--- src/rtl/io_split_bridge.sv ---
module io_split_bridge #(
  parameter int AW = 13
) (
  input  logic          clk,
  input  logic          rst_n,
  input  logic          h_req_valid,
  output logic          h_req_ready,
  input  logic          h_req_write,
  input  logic [AW-1:0] h_req_win,
  input  logic [7:0]    h_req_be,
  input  logic [63:0]   h_req_wdata,
  output logic          h_rsp_valid,
  output logic [63:0]   h_rsp_data,
  output logic          h_rsp_err,
  output logic          d_req_valid,
  input  logic          d_req_ready,
  output logic          d_req_write,
  output logic [AW+2:0] d_req_addr,
  output logic [3:0]    d_req_be,
  output logic [31:0]   d_req_wdata,
  input  logic          d_cpl_valid,
  input  logic [31:0]   d_cpl_data,
  input  logic          d_cpl_err,
  input  logic          u_req_valid,
  output logic          u_req_ready,
  output logic          m_rd_valid,
  input  logic          m_rd_ready,
  output logic [31:0]   m_rd_addr,
  input  logic          m_rd_done,
  output logic          u_cpl_valid,
  output logic [2:0]    u_cpl_status
);
  localparam logic [31:0] DUMMY_ADDR = 32'h000C_0000;
  localparam logic [2:0]  ST_UNSUP   = 3'b001;

  typedef enum logic [1:0] {H_IDLE, H_ISSUE, H_WAIT, H_RESP} h_st_t;
  typedef enum logic [1:0] {U_IDLE, U_READ, U_WAIT, U_CPL} u_st_t;

  h_st_t          hst;
  u_st_t          ust;
  logic           wr_q, hi_q, split_q, err_q;
  logic [AW-1:0]  win_q;
  logic [7:0]     be_q;
  logic [63:0]    wd_q, acc_q;

  wire lo_any = |h_req_be[3:0];
  wire hi_any = |h_req_be[7:4];

  always_ff @(posedge clk) begin
    if (!rst_n) begin
      hst     <= H_IDLE;
      wr_q    <= 1'b0;
      hi_q    <= 1'b0;
      split_q <= 1'b0;
      err_q   <= 1'b0;
      win_q   <= '0;
      be_q    <= '0;
      wd_q    <= '0;
      acc_q   <= '0;
    end else begin
      case (hst)
        H_IDLE: if (h_req_valid) begin
          wr_q    <= h_req_write;
          win_q   <= h_req_win;
          be_q    <= h_req_be;
          wd_q    <= h_req_wdata;
          hi_q    <= !lo_any;
          split_q <= lo_any && hi_any && !h_req_write;
          err_q   <= 1'b0;
          acc_q   <= '0;
          hst     <= H_ISSUE;
        end
        H_ISSUE: if (d_req_ready) hst <= H_WAIT;
        H_WAIT: if (d_cpl_valid) begin
          err_q <= err_q | d_cpl_err;
          if (!wr_q) begin
            if (hi_q) acc_q[63:32] <= d_cpl_data;
            else      acc_q[31:0]  <= d_cpl_data;
          end
          if (split_q && !hi_q) begin
            hi_q <= 1'b1;
            hst  <= H_ISSUE;
          end else begin
            hst <= H_RESP;
          end
        end
        default: hst <= H_IDLE;
      endcase
    end
  end

  assign h_req_ready = (hst == H_IDLE);
  assign h_rsp_valid = (hst == H_RESP);
  assign h_rsp_data  = acc_q;
  assign h_rsp_err   = err_q;
  assign d_req_valid = (hst == H_ISSUE);
  assign d_req_write = wr_q;
  assign d_req_addr  = {win_q, hi_q, 2'b00};
  assign d_req_be    = hi_q ? be_q[7:4] : be_q[3:0];
  assign d_req_wdata = hi_q ? wd_q[63:32] : wd_q[31:0];

  always_ff @(posedge clk) begin
    if (!rst_n) begin
      ust <= U_IDLE;
    end else begin
      case (ust)
        U_IDLE:  if (u_req_valid) ust <= U_READ;
        U_READ:  if (m_rd_ready)  ust <= U_WAIT;
        U_WAIT:  if (m_rd_done)   ust <= U_CPL;
        default: ust <= U_IDLE;
      endcase
    end
  end

  assign u_req_ready  = (ust == U_IDLE);
  assign m_rd_valid   = (ust == U_READ);
  assign m_rd_addr    = DUMMY_ADDR;
  assign u_cpl_valid  = (ust == U_CPL);
  assign u_cpl_status = u_cpl_valid ? ST_UNSUP : 3'b000;
endmodule

--- config.mk ---
export PLATFORM = sky130hd
export DESIGN_NAME = io_split_bridge
export DESIGN_NICKNAME = d
export VERILOG_FILES = /design/src/rtl/io_split_bridge.sv
export SDC_FILE = /design/constraint.sdc
export NUM_CORES = 1
export LEC_CHECK = 0
export BUFFER_PORTS_ARGS = -buffer_cell sky130_fd_sc_hd__buf_4
export CAP_MARGIN = 20
export CORE_MARGIN = 1
export CORE_UTILIZATION = 45
export DETAILED_ROUTE_END_ITERATION = 12
export HOLD_SLACK_MARGIN = 0.05
export PLACE_DENSITY = 0.77
export RECOVER_POWER = 25
export SYNTH_ARGS = -nofsm -noshare
export SYNTH_HDL_FRONTEND = slang
export SYNTH_SLANG_ARGS = --single-unit
--- constraint.sdc ---
create_clock -name clk -period 2.3 [get_ports clk]
set_clock_uncertainty 0.1 [all_clocks]
set_input_delay 0.345 -clock clk [delete_from_list [all_inputs] [get_ports clk]]
set_output_delay 0.345 -clock clk [all_outputs]
set_load 0.05 [all_outputs]
Word-level counts from Yosys, hierarchy flattened
Index checks and enable logic that the tools add are counted. Widths: inputs -> output; s select.

Output and inout port bits: 159. Bits in registers: 157. Input port bits: 127. Logic and storage cells: 71.

Bitwise gates (word level): 1. Equality and inequality tests: 16. Reduce and logical (&&, ||, !) cells: 18. Muxes and demuxes: 25.

Operator list (number): $mux 64 (3); $pmux 64 s2 (1); $mux 32 (3); $ne 2x2->1 const B (8); $mux 2 (7); $pmux 2 s3 (2); $reduce_and 5->1 (2); $reduce_and 3->1 (3); $eq 2x2->1 const B (4); $reduce_or 4->1 (2); $mux 1 (6); $eq 2x1->1 const B (2); $logic_not 2->1 (2); $mux 4 (1); $ne 2x1->1 const B (2); $pmux 1 s2 (2); $reduce_and 4->1 (1); $logic_and 1x1->1 (3); $logic_not 1->1 (3); $reduce_and 2->1 (1); $reduce_bool 2->1 (1); $or 1x1->1 (1).

Logic depth before layout (Yosys ltp)
Word-level depth: 5. Gate-level depth with buffers: 6. Gate-level depth less buffers: 5.

Worst setup path before layout
No wires, ideal clock.

Path kind: reg2out. Start point: register hi_q. End point: output port d_req_wdata[13]. Arrival: 1466 ps. Slack: 389 ps. Required time: 1855 ps. Stages on the path, launching flop included: 4. Buffers on the path: 2. Path through: dfxtp_1 > buf_2 > buf_1 > mux2_2.

Cells in the longest elaborated chain, start to end: 1.

Ends and longest elaborated chain: start, declared (line 41) `logic wr_q, hi_q, split_q, err_q;`; start signal, assigned (line 67) `hi_q <= !lo_any;`; $mux 32 (line 100) `assign d_req_wdata = hi_q ? wd_q[63:32] : wd_q[31:0];`; end, declared (line 20) `output logic [31:0] d_req_wdata,`.

No other way between the ends.

Final worst setup path
Start point: register hi_q. End point: output port d_req_wdata[6].

Same word-level chain as after synthesis.

==> summary.txt <==
Place
  • # port buffers: 249
  • Post-DP HPWL: 11000 um
  • GP Congestion: 0.781
  • Placed insts: 1041

Finish
  • P&R area growth vs syn: 36.8%
  • Multi-input gate area in the final layout: 2660 um^2
  • Nets@finish: 1016
  • Sequential cell area: 3150 um^2
  • Non-filler cells, final: 1074
  • Layout cells sized above 1: 29.8%
  • Filler cells: 1159

Setup path
  • Critical Path RT: 1.86 ns
  • R2R cell count: 4
  • CP top delay family: flip-flops
  • Crit path kind: register to output pin
  • Critical path launch point type: register
  • Critical path startpoint: hi_q
  • Crit end category: output pin
  • Crit-path max cell delay: 0.48 ns
  • WP data arrival: 1.72 ns
  • R2r setup slk: 0.41 ns
  • Slowest stage cell, crit path: dfxtp_4
  • WP buf/inv: 2
  • R2R Path Start: hst[1]
  • FF-to-FF End: h_rsp_data[12]
  • Worst path cell trace: buf_12 > mux2_2 > buf_4
  • Crit Path Max Fanout: 30

Route
  • 1st-iter DRT viols: 381
  • Per-cell routed wire length: 15.1 um
  • Post-Route WL: 16200 um
  • Post-route ant nets: 0
  • # DRC: 0
  • Routed vias/inst: 5.11
  • Pre-antenna DRT Iters: 4
  • Vias: 5488

Synth
  • Seq/Total Area, Yosys: 50.9%
  • Unique cell type count in the Yosys netlist: 36
  • FFs w/ async S/R, synth: 0%
  • Register bit count reported by yosys: 157
  • Cells after synthesis: 664
  • Synth Flop Type: dfxtp_1
  • Syn Area/Cell: 9.30 um^2
  • Yosys Warn Count: 0
  • EDFF count, synth: 0
  • Mapped Area: 6180 um^2

Pwr
  • Pwr Density: 876 nW/um^2
  • VDD IR-drop max: 563 uV
  • Pleak: 3.57 nW
  • Tot Pwr: 7.40 mW

Global route
  • Largest net degree at the start of global routing: 90
  • Congestion Overflow GR: 0
  • Number of global-route vias before repair: 5061
  • Tot GR Track Use: 22.1%
  • First-pass GRT wire length: 24700 um
  • Initial antenna violation count: 1

Clocking
  • CTS resizes: 1
  • CTS tree: yes
  • Skew-Pair Late Insertion Delay: 0.41 ns
  • Hold buffer count at cts: 0
  • Clk sinks: 157
  • Clock root buffer: clkbuf_16
  • Cts bufs inserted: 17
  • Post-CTS setup buffers: 0
  • Clock-pin transition on the worst setup and hold timing paths: 0.06 ns
  • Htree depth: 4
  • Largest buffer count on any clock path: 2

Die
  • Die span in x: 119 um
  • Core area: 13300 um^2
  • Ports: 286
  • Die area: 14200 um^2
  • Height of the die: 119 um
  • Starting Density: 46.5%
  • FP Rows: 42

Timing
  • Max_slew headroom: 56.6%
  • Final period util: 94.1%
  • Slew Viols, Final: 0
  • Min cycle time layout: 2.16 ns
  • WHS: 0.0743 ns
  • Least-Margin Pin Slew: 0.654 ns
  • Final Hold Fails: 0
  • Max Fclk: 462 MHz
  • Setup Viol. Count Final: 0
  • TNS Setup: 0 ns
  • RSZ-0062 raised after global routing: no

Run status
  • Run status: finished clean

Job
  • Number of max-cap violations: 0

Min path
  • Hold path depth: 3
  • Worst Hold Class: primary input to register
  • Worst hold path startpoint: h_req_wdata[46]
  • WHS Endpoint: wd_q[46]
==> flip-flops by register name, indices dropped and copies added, names as in the netlist, 2 cells and up <==
name / count
h_rsp_data: 64
be_q: 8
win_q: 13
hst: 2
wd_q: 64
ust: 2
==> worst register-to-register path: cells and delay by family (launching register included) <==
kind / cells / cell delay [ns]
AOI/OAI and AO/OA: 2 / 0.34
buffers and inverters: 1 / 0.25
DFF: 1 / 0.57
and+or+nand+nor: 1 / 0.52
==> per-layer routing <==
metal	part of all wire, %	global-route usage (%)	up-vias
met2	50	37.9	195
met3	7.6	6.37	22
met4	1.8	10.0	0
met1	40	25.3	2580
met5	0	0	-
li1	-	-	2691
==> cell type report <==
type                       instances  share of cell area [%]
clock inverter                    12                    2.18
antenna                            1                  0.0296
inverter                           7                   0.311
sequential                       157                    37.2
timing repair buffer             260                    20.6
tap                              176                    2.61
multi-input combinational        441                    31.5
clock buffer                      20                    5.52
==> cell usage after synthesis (2+ instances only) <==
library cell / n / area, um^2
a21oi_1: 91 / 455
a32o_1: 64 / 641
buf_1: 6 / 22.5
buf_2: 15 / 75.1
buf_4: 39 / 293
clkbuf_1: 31 / 116
conb_1: 2 / 7.51
dfxtp_1: 157 / 3140
ha_1: 5 / 62.6
inv_1: 6 / 22.5
mux2_2: 36 / 405
mux2i_1: 2 / 20.0
nand2_1: 180 / 676
nand2b_1: 2 / 12.5
nor2_1: 2 / 7.51
nor2b_1: 3 / 18.8
nor4_1: 2 / 12.5
o21ai_0: 2 / 10.0
o31ai_2: 2 / 25.0
==> layout by cell type, fill, tap and decap left out, types with 3 or more instances in the layout <==
cell / n
buf_4: 187
nand2_1: 180
dfxtp_1: 156
a21oi_1: 91
clkbuf_1: 69
a32o_1: 64
mux2_2: 36
conb_1: 36
clkbuf_16: 17
inv_1: 6
ha_1: 5
bufinv_16: 4
buf_12: 4
clkinv_4: 3
clkbuf_8: 3
==> cell families after synthesis <==
family	after synthesis	synth area share (%)
compound gates	163	18.9
fa+ha+maj	5	1.01
buf+inv	100	8.89
flops	157	50.9
mux	38	6.89
other cells	2	0.122
simple gates	199	13.3
==> how the worst max path moves through the flow <==
stage	cells after the start	to
finish	3	d_req_wdata[6]
CTS	3	d_req_wdata[27]
global placement	3	d_req_wdata[1]
global route	3	d_req_wdata[1]
floorplan	3	d_req_wdata[13]
detailed placement	4	h_rsp_data[22]
==> stage by stage <==
stage / util, % / setup WS [ns] / cell area (um^2)
final: 63.6 / 0.136 / 8450
after global routing: 63.6 / 0.0683 / 8450
after CTS: 65.5 / 0.0942 / 8710
after detailed placement: 60.6 / 0.422 / 8060
after global placement: 60.6 / 0.432 / 8060
after floorplan: - / 0.389 / 6300
==> power breakdown <==
group | switching [mW] | internal, mW
logic | 0.952 | 0.478
clock network | 1.12 | 1.92
registers | 0.0918 | 2.85
total | 2.16 | 5.24
(Power assumes the default switching activity.)
